==> config.mk <==
export PLATFORM = sky130hd
export DESIGN_NAME = vs_irq_resolver
export DESIGN_NICKNAME = d
export VERILOG_FILES = /design/src/rtl/vs_irq_resolver.sv
export SDC_FILE = /design/constraint.sdc
export NUM_CORES = 1
export LEC_CHECK = 0
export BUFFER_PORTS_ARGS = -buffer_cell sky130_fd_sc_hd__buf_2
export CORE_AREA = 2 2 153 155
export CTS_BUF_LIST = sky130_fd_sc_hd__clkbuf_16
export CTS_CLUSTER_SIZE = 25
export DETAILED_ROUTE_END_ITERATION = 10
export DIE_AREA = 0 0 155 157
export SYNTH_ARGS = -nofsm -noshare
export SYNTH_HDL_FRONTEND = slang
export SYNTH_SLANG_ARGS = --single-unit
==> constraint.sdc <==
create_clock -name clk -period 0.8 [get_ports clk]
set_input_delay 0.12 -clock clk [delete_from_list [all_inputs] [get_ports clk]]
set_output_delay 0.12 -clock clk [all_outputs]
set_load 0.05 [all_outputs]
==> src/rtl/vs_irq_resolver.sv <==
module vs_irq_resolver #(
  parameter int N = 64
) (
  input  logic                 clk,
  input  logic                 rst_n,
  input  logic [N-1:0]         mip,
  input  logic [N-1:0]         mideleg,
  input  logic [N-1:0]         hideleg,
  input  logic [N-1:0]         hvip,
  input  logic [N-1:0]         hvien,
  input  logic [N-1:0]         vsie,
  input  logic                 vs_ie,
  input  logic                 virt_on,
  output logic                 irq_valid,
  output logic [$clog2(N)-1:0] irq_cause,
  output logic                 to_vs,
  output logic                 wake
);
  localparam int CW    = $clog2(N);
  localparam int P_EXT = 9;
  localparam int P_SW  = 1;
  localparam int P_TM  = 5;
  localparam int LOW_LIMIT = 12;
  localparam logic [N-1:0] VS_BITS = N'((64'd1 << 2) | (64'd1 << 6) | (64'd1 << 10));

  logic [N-1:0]  deleg, deleg_ren, injected, cand_raw, cand;
  logic [CW-1:0] win, cause_nx;
  logic          hit, inj_hit, vs_nx;

  assign deleg     = mip & mideleg & hideleg;
  assign deleg_ren = (deleg & ~VS_BITS) | ((deleg & VS_BITS) >> 1);
  assign injected  = hvip & hvien & ~hideleg & vsie;
  assign cand_raw  = deleg_ren | injected;
  assign cand      = vs_ie ? cand_raw : '0;
  assign hit       = |cand;

  function automatic logic [CW-1:0] pick(input logic [N-1:0] v);
    logic [CW-1:0] p;
    p = '0;
    for (int i = N - 1; i >= 0; i--)
      if (v[i] && i != P_EXT && i != P_SW && i != P_TM) p = CW'(i);
    if (v[P_TM])  p = CW'(P_TM);
    if (v[P_SW])  p = CW'(P_SW);
    if (v[P_EXT]) p = CW'(P_EXT);
    return p;
  endfunction

  assign win      = pick(cand);
  assign cause_nx = (win > CW'(LOW_LIMIT)) ? win : win + CW'(1);
  assign inj_hit  = hvip[cause_nx] & hvien[cause_nx] & ~mip[cause_nx];
  assign vs_nx    = virt_on & (hideleg[cause_nx] | inj_hit);

  always_ff @(posedge clk or negedge rst_n) begin
    if (!rst_n) begin
      irq_valid <= 1'b0;
      irq_cause <= '0;
      to_vs     <= 1'b0;
      wake      <= 1'b0;
    end else begin
      irq_valid <= hit;
      irq_cause <= hit ? cause_nx : '0;
      to_vs     <= hit & vs_nx;
      wake      <= |cand_raw;
    end
  end
endmodule


==> results of run 1 <==
cells by family (layout without fill, tap and decap cells):
group	after synthesis	after routing	share of synthesized area, %
mux	33	34	7.76
simple gates	388	388	46.8
other cells	0	3	0
buf+inv	43	760	4.12
flops	9	9	4.85
compound gates	222	222	35.2
fa+ha+maj	2	2	0.539
xor+xnor	2	2	0.701
metal layers:
layer	track usage, %	vias to the layer above	wire (um)
met2	48.4	346	16900
li1	-	4255	-
met4	6.66	8	795
met3	4.13	56	2080
met1	30.4	3996	13600
met5	0	-	55
path summary, 6_finish.rpt:
check	cells after the start	from	to
max in group asynchronous	2	rst_n	irq_cause[3]
min in group clk	6	virt_on	to_vs
worst min-delay path	2	rst_n	irq_cause[0]
worst max-delay path	20	hideleg[19]	to_vs
registers in the layout, indices dropped and copies added, names as in the netlist:
| name | flops |
|---|---|
| irq_valid | 1 |
| wake | 1 |
| to_vs | 1 |
| irq_cause | 6 |
layout by cell type, fill, tap and decap left out, types with 17 or more instances in the layout:
cell type / Yosys / layout
o21ai_0: 49 / 34
nand2_1: 58 / 56
nand2b_1: 20 / 18
inv_1: 21 / 20
buf_6: 2 / 36
a31oi_1: 22 / 19
nor2_1: 48 / 47
mux2i_1: 24 / 23
nor2b_1: 19 / 17
nand3_1: 106 / 106
buf_4: 1 / 311
buf_2: 9 / 378
layout make-up:
type	instances	share of cell area, %
repair buffers	735	46.6
multi-input cells	648	46.2
well taps	285	3.45
flip-flops and latches	9	2.18
inverters	21	0.763
clock buffers	3	0.726
diodes	3	0.0726
clock inverters	1	0.0363
repair_timing:
action | CTS | global route
resized for setup | 85 | 54
setup endpoints to repair | 18 | 18
gates cloned | 1 | 0
buffers inserted | 21 | 10
hold buffers | 1 | 0
endpoints found under the hold margin | 9 | 0
pin swaps | 23 | 33
per-stage QoR:
stage,worst slack (ns),hold WS [ns],total power [W]
floorplan,-3.09,-0.176,0.00452
global placement,-3.65,-0.0141,0.00929
detailed placement,-3.68,-0.0109,0.00933
CTS,-3.05,0.281,0.0109
global route,-3.32,0.298,0.0120
finish,-3.18,0.274,0.0113
cell usage after synthesis, drive strengths merged, types with 5 or more instances:
| library cell | instances |
|---|---|
| a311oi | 7 |
| or4 | 6 |
| nand2 | 58 |
| dfrtp | 9 |
| clkbuf | 7 |
| nand4 | 9 |
| nor3 | 15 |
| nand2b | 20 |
| nor4 | 19 |
| nand4b | 15 |
| o211ai | 12 |
| mux2 | 8 |
| o31ai | 5 |
| buf | 15 |
| and2 | 15 |
| and3 | 17 |
| and4b | 17 |
| a21oi | 17 |
| or2 | 10 |
| nor2b | 19 |
| o21a | 9 |
| nand3b | 5 |
| o221ai | 6 |
| a31oi | 23 |
| mux2i | 24 |
| o21ai | 50 |
| nor2 | 48 |
| a211oi | 17 |
| nand3 | 106 |
| o22ai | 13 |
| o21bai | 5 |
| inv | 21 |
power by group through the flow:
stage / combinational, W / sequential, W / clock [W]
after floorplan: 0.00377 / 0.000749 / 0
after global placement: 0.00875 / 0.000532 / 0
after detailed placement: 0.00880 / 0.000534 / 0
after CTS: 0.00951 / 0.000543 / 0.000891
after global routing: 0.0106 / 0.000551 / 0.000927
final: 0.00991 / 0.000545 / 0.000885
==> qor.yml, run 1 <==
power:
  swShare_pct: 45.0
  seqPwrFrac_pct: 4.8
  power_frac_comb_pct: 87.4
  clockPowerShare_pct: 7.8
  power_density_mw_per_mm2: 1100
  ir_worst_vdd_v: 0.000638
  leakage_nw: 5.19
  power.switching_w: 0.00510
  internal-power_w: 0.00624
setup_path:
  cp_num_buf_inv: 5
  path_class: "input port to flip-flop"
  cp_cell_sequence: "buf_2 > and4b_1 > or2_4 > buf_6 > or3_4 > o41ai_4 > and3_1 > a22o_4 > ha_4 > a211oi_4 > a311oi_2 > buf_4 > a22oi_1 > buf_4 > buf_4 > o22ai_1 > a211oi_1 > o311a_1 > nor4bb_1 > o22ai_1"
  crit_path_start_kind: "input port"
  crit_path_end_kind: "flip-flop"
  cp.arrival_ns: 4.09
  slowest_stage: "or3_4"
  crit_required_ns: 0.91
  path_common_cell: "buf_4"
  path_delay_family: "compound AO/OA/AOI/OAI gates"
  max_stage_delay_ns: 0.43
  cp_max_fo: 5
floorplan:
  io_pins: 397
  fp-row-count: 55
  initial_core_util_pct: 20.6
  die_area_mm2: 0.0243
  dieWidth_um: 155
  core_mm2: 0.0225
  die_height_um: 157
clock_network:
  cts_buffer_depth: 2
  cts.clk_slew.worst_paths_ns: 0.04
  root_buffer: "clkbuf_16"
  cts_tree: "yes"
  h-tree-depth: 1
  cts_buffers: 3
  clkSinkCount: 9
timing:
  fmax_mhz: 251
  worst_pin_slew_ns: 0.598
  setup_viol: 18
  drv_slew: 0
  tns_ns: -17.50
  fin_crit_ns: 3.98
  finalWorstSetupSlack_ns: -3.18
  final-hold-violation-count: 0
  worst_slew_margin_rel_pct: 59.1
  period_share_pct: 498
  rsz0062_at_grt: "true"
logic_synthesis:
  synthDominantCellAreaShare_pct: 11.4
  synth_cell_type_count: 80
  async_flop_share_pct: 100
  yosysSeqAreaShare_pct: 4.85
  syn_nets: 1089
  synth.avg_cell_area_um2: 6.64
  synth_top_area_cell: "nand3_1"
  synth_seq_cells: 9
  synth_edf_count: 0
  synth_cells: 699
  synth_area_mm2: 0.00464
  ys.flop_type: "dfrtp_1"
  netlist_top_cells_area: "nand3_1, o21ai_0, mux2i_1, dfrtp_1, nand2_1"
  ys_warn_count: 0
routing:
  antenna_left: 0
  vias_per_cell: 5.08
  routed_wl_um: 33500
  first_pass_iters: 8
  drt_iter0_markers: 438
  post-route-drc-count: 0
  num_vias: 8661
  wl_per_cell_um: 19.6
global_routing:
  grt_max_degree: 23
  grt_pass1_wl_um: 48300
  grt_pass1_vias: 8716
  gr-usage-all-layers_pct: 25.8
  grt_overflow: 0
  antenna_found_initial: 7
final_layout:
  drive_gt1_share_pct: 58.7
  nNetsFinal: 1808
  stdcell_count: 1705
  n_fill_cell: 2289
  seqCellArea_um2: 225
  final_core_util_pct: 45.9
  multiInputGateArea_mm2: 0.00477
  fin_area_mm2: 0.0103
  area_delta_synth_final_pct: 123
job:
  cap_violations: 0
outcome:
  status: "finished with violations"
  violations: "negative setup slack"
placed_design:
  portBuffers: 396
  post_dp_cell_area_mm2: 0.00937
  dp.cells: 1668
  hpwl_um: 29000
  gp_congestion: 0.932
hold_path:
  min_path_type: "input port to asynchronous set/reset pin"
No activity file was read; power rests on OpenSTA's default activity.
==> inputs of run 2 (changes only) <==
Settings changed: SKIP_LAST_GASP from default to 1.
==> run 2 against run 1 <==
Final area is 1.5% lower; critical endpoint unchanged; die area stayed put; cell count hardly changed; global-route usage is 0.088 points lower; utilization is 0.71 points lower; sequential share of layout area hardly changed; clock power is 0.7% lower; routed wire length is 0.66% lower; non-clock buffer count is 1 lower; the flow still finishes with violations (negative setup slack); highest routed layer unchanged; maximum frequency is 0.55% higher; first-iteration DRC count is 5.0% lower.
==> qor.yml, run 2 (synthesized netlist as in run 1, its figures left out) <==
outcome:
  status: "finished with violations"
  violations: "negative setup slack"
final_layout:
  largest_reg_flops: 6
  nNetsFinal: 1807
  final_core_util_pct: 45.2
  drive_gt1_share_pct: 58.0
  stdcell_count: 1704
  n_fill_cell: 2319
  fin_area_mm2: 0.0102
  final_cell_mix: "buf_2, buf_4, nand3_1"
  layout_commonest_cell: "buf_2"
  area_delta_synth_final_pct: 119
  top_register: "irq_cause"
floorplan:
  initial_core_util_pct: 20.6
  die_area_mm2: 0.0243
  core_mm2: 0.0225
  die_height_um: 157
  fp-row-count: 55
  io_pins: 397
  dieWidth_um: 155
placed_design:
  gp_congestion: 0.932
  portBuffers: 396
  post_dp_cell_area_mm2: 0.00937
  hpwl_um: 29000
  dp.cells: 1668
clock_network:
  cts.clk_slew.worst_paths_ns: 0.04
  clkSinkCount: 9
  root_buffer: "clkbuf_16"
  h-tree-depth: 1
  cts_tree: "yes"
  cts_buffers: 3
  cts_buffer_depth: 2
routing:
  antenna_left: 0
  vias_per_cell: 5.04
  first_pass_iters: 8
  routed_wl_um: 33200
  wl_per_cell_um: 19.5
  post-route-drc-count: 0
  drt_iter0_markers: 416
  num_vias: 8584
setup_path:
  crit_required_ns: 0.91
  cp_max_fo: 7
  crit_path_start_kind: "input port"
  crit_path_end_kind: "flip-flop"
  path_class: "input port to flip-flop"
  cp.arrival_ns: 4.07
power:
  power_frac_comb_pct: 87.2
  power.switching_w: 0.00501
  power_w: 0.0111
  internal-power_w: 0.00612
  swShare_pct: 45.0
  ir_worst_vdd_v: 0.000637
  power_density_mw_per_mm2: 1090
  seqPwrFrac_pct: 4.9
  leakage_nw: 5.14
  clockPowerShare_pct: 7.9
job:
  cap_violations: 0
timing:
  period_share_pct: 495
  fmax_mhz: 252
  finalWorstSetupSlack_ns: -3.16
  hold_slack_ns: 0.273
  worst_pin_slew_ns: 0.640
  worst_slew_margin_rel_pct: 56.9
  drv_slew: 0
  final-hold-violation-count: 0
  setup_viol: 18
  rsz0062_at_grt: "true"
  fin_crit_ns: 3.96
global_routing:
  grt_max_degree: 23
  grt_pass1_wl_um: 48100
  gr-usage-all-layers_pct: 25.7
  grt_overflow: 0
  antenna_found_initial: 7
  grt_pass1_vias: 8702
hold_path:
  min_path_type: "input port to asynchronous set/reset pin"
## run 2: cell count changes in the layout (fill, tap and decap cells not counted), sizes merged
cell,before,now
buf,734,733
## run 2: metal layers
metal	part of all wire (%)	track usage, %
met5	0.17	0
met4	2.5	6.70
met3	6.2	4.13
met2	50	48.1
met1	41	30.4
## run 2: stage by stage
stage,setup slack (ns),setup TNS [ns]
after floorplan,-3.09,-15.92
after global placement,-3.65,-20.72
after detailed placement,-3.68,-20.68
after CTS,-3.07,-17.55
after global routing,-3.27,-18.77
final,-3.16,-17.74
## run 2: final timing paths
path / start / end / slack, ns / cells after the start
max in group asynchronous: rst_n / irq_cause[2] / 0.34 / 2
worst max-delay path: hideleg[19] / to_vs / -3.16 / 17
worst min-delay path: rst_n / to_vs / 0.27 / 2
min in group clk: virt_on / to_vs / 0.40 / 6
## run 2: final cells by class
cell class | instances | area, um2 | area share [%]
clock inverter | 1 | 3.75 | 0.0369
antenna | 3 | 7.51 | 0.0738
multi-input combinational | 648 | 4680 | 46.0
sequential | 9 | 225 | 2.21
clock buffer | 3 | 75.1 | 0.738
inverter | 21 | 81.3 | 0.799
tap | 285 | 357 | 3.50
timing repair buffer | 734 | 4750 | 46.7
## run 2: what timing repair did
| action | in CTS | in global routing |
|---|---|---|
| endpoints found under the hold margin | 9 | 0 |
| pin swaps | 23 | 12 |
| buffers inserted | 21 | 8 |
| setup endpoints to repair | 18 | 18 |
| hold buffers | 1 | 0 |
| cloned | 1 | 0 |
| resized for setup | 72 | 37 |
## run 2: power groups by stage
| stage | registers [W] | logic, W | clock network [W] |
|---|---|---|---|
| 6_report | 0.000544 | 0.00971 | 0.000879 |
| 5_1_grt | 0.000550 | 0.0103 | 0.000927 |
| 4_1_cts | 0.000543 | 0.00947 | 0.000891 |
| 3_5_place_dp | 0.000534 | 0.00880 | 0 |
| 3_3_place_gp | 0.000532 | 0.00875 | 0 |
| 2_1_floorplan | 0.000749 | 0.00377 | 0 |
## run 2: critical path, cell delays in order
cell and delay (ns):
buf_2 0.11, and4b_1 0.21, or2_4 0.26, buf_4 0.13
or3_4 0.43, o41ai_4 0.30, and3_1 0.22, a22o_4 0.13
ha_4 0.14, a211oi_4 0.05, a31oi_4 0.42, mux2_4 0.44
o22ai_1 0.19, nor4_1 0.08, a211o_1 0.31, o41ai_4 0.40
o22ai_1 0.12
==> inputs of run 3 (changes only) <==
Settings changed: MAX_ROUTING_LAYER from default to met4, TNS_END_PERCENT from default to 10.
==> run 3 against run 2 <==
The run still ends with negative setup slack left; total power down 4.2%; die area unchanged; sequential share of layout area up 0.12 points; cell count down 1.5%; worst setup slack worse by 0.053 ns; highest routed layer is now met4.
==> qor.yml, run 3 (synthesized netlist as in run 1, its figures left out) <==
final_layout:
  diodes: 0
  drive_gt1_share_pct: 55.7
  nNetsFinal: 1785
  largest_reg_flops: 6
  final_cell_mix: "buf_2, buf_4, nand3_1"
  area_delta_synth_final_pct: 108
  top_register: "irq_cause"
  layout_commonest_cell: "buf_2"
clock_network:
  cts_buffer_depth: 2
  cts_buffers: 3
  cts_tree: "yes"
  h-tree-depth: 1
  root_buffer: "clkbuf_16"
  clkSinkCount: 9
  cts.clk_slew.worst_paths_ns: 0.04
placed_design:
  hpwl_um: 28400
  portBuffers: 396
  gp_congestion: 0.897
outcome:
  violations: "negative setup slack"
  status: "finished with violations"
floorplan:
  io_pins: 397
  die_height_um: 157
  dieWidth_um: 155
  fp-row-count: 55
  die_area_mm2: 0.0243
  core_mm2: 0.0225
  initial_core_util_pct: 20.6
power:
  seqPwrFrac_pct: 5.0
  swShare_pct: 45.3
  ir_worst_vdd_v: 0.000617
  power_w: 0.0107
  power_density_mw_per_mm2: 1110
  leakage_nw: 4.93
  clockPowerShare_pct: 8.1
  power.switching_w: 0.00483
  internal-power_w: 0.00584
  power_frac_comb_pct: 86.8
global_routing:
  grt_overflow: 0
  gr-usage-all-layers_pct: 25.3
  grt_pass1_wl_um: 46300
  grt_max_degree: 24
  antenna_found_initial: 0
  grt_pass1_vias: 8441
routing:
  routed_wl_um: 31800
  first_pass_iters: 5
  drt_iter0_markers: 484
  post-route-drc-count: 0
  antenna_left: 0
  wl_per_cell_um: 18.9
  vias_per_cell: 5.07
  num_vias: 8506
setup_path:
  cp.arrival_ns: 4.16
  crit_path_end_kind: "flip-flop"
  path_class: "input port to flip-flop"
  crit_path_start_kind: "input port"
  crit_required_ns: 0.95
  critPathLaunch: "hideleg[29]"
  cp_max_fo: 6
timing:
  fmax_mhz: 249
  worst_pin_slew_ns: 0.605
  worst_slew_margin_rel_pct: 59.2
  tns_ns: -20.11
  period_share_pct: 502
  drv_slew: 0
  fin_crit_ns: 4.01
  rsz0062_at_grt: "true"
  final-hold-violation-count: 0
  finalWorstSetupSlack_ns: -3.21
  setup_viol: 18
job:
  cap_violations: 0
hold_path:
  hold_start: "virt_on"
  whs_path_depth: 5
  min_to: "to_vs"
  min_path_type: "input port to flip-flop"
-- run 3: cell count changes in the layout (fill, tap and decap cells not counted), sizes merged --
cell and change:
buf -21, mux2 -1, diode -3
-- run 3: worst max-delay path by stage --
stage | cells after the start | end
2_1_floorplan | 18 | to_vs
3_3_place_gp | 20 | to_vs
3_5_place_dp | 20 | to_vs
4_1_cts | 19 | to_vs
5_1_grt | 20 | to_vs
6_report | 20 | to_vs
-- run 3: cell type report --
| class | count | area (um2) |
|---|---|---|
| timing repair buffer | 713 | 4460 |
| clock inverter | 1 | 3.75 |
| tap | 285 | 357 |
| fill | 2392 | 12900 |
| inverter | 21 | 78.8 |
| clock buffer | 3 | 75.1 |
| multi-input combinational | 647 | 4450 |
| sequential | 9 | 225 |
-- run 3: repair_timing --
action	in CTS	in global routing
gates resized for setup	18	19
setup endpoints to repair	18	18
gates cloned	0	0
pin swaps	13	9
hold endpoints to repair	9	0
hold buffers	1	0
buffers inserted	4	3
-- run 3: metrics by stage --
step / util [%] / worst slack (ns) / hold WS [ns] / cell area [um2] / cells
after floorplan: - / -3.09 / -0.176 / 4740 / 699
after global placement: 41.6 / -3.82 / -0.0124 / 9350 / 1669
after detailed placement: 41.6 / -3.86 / -0.0138 / 9350 / 1669
after CTS: 42.5 / -3.21 / 0.243 / 9550 / 1677
after global routing: 42.9 / -3.40 / 0.251 / 9650 / 1679
final: 42.9 / -3.21 / 0.239 / 9650 / 1679
-- run 3: power groups by stage --
stage,combinational [W],clock (W),sequential (W)
finish,0.00926,0.000868,0.000536
global route,0.00991,0.000920,0.000539
global placement,0.00880,0,0.000539
floorplan,0.00371,0,0.000749
CTS,0.00907,0.000880,0.000535
detailed placement,0.00883,0,0.000540
-- run 3: layer usage --
layer | vias up | share of wire [%] | GRT usage [%]
met5 | - | 0 | -
met4 | 0 | 0.92 | 2.65
met3 | 22 | 4.5 | 1.02
met2 | 318 | 52 | 47.7
met1 | 3969 | 43 | 30.8
li1 | 4197 | - | -
-- run 3: worst max-delay path: stages --
cell      delay, ns
buf_2          0.11
and4b_1        0.20
or2_4          0.27
or2_2          0.30
a211o_1        0.31
a21oi_2        0.14
o21a_1         0.18
nand2_2        0.08
ha_4           0.17
a211oi_4       0.28
buf_4          0.17
a31oi_4        0.13
buf_6          0.19
xnor2_4        0.25
nand3b_1       0.11
a22o_1         0.21
or4_1          0.47
nor4bb_2       0.19
buf_4          0.14
o22ai_1        0.15
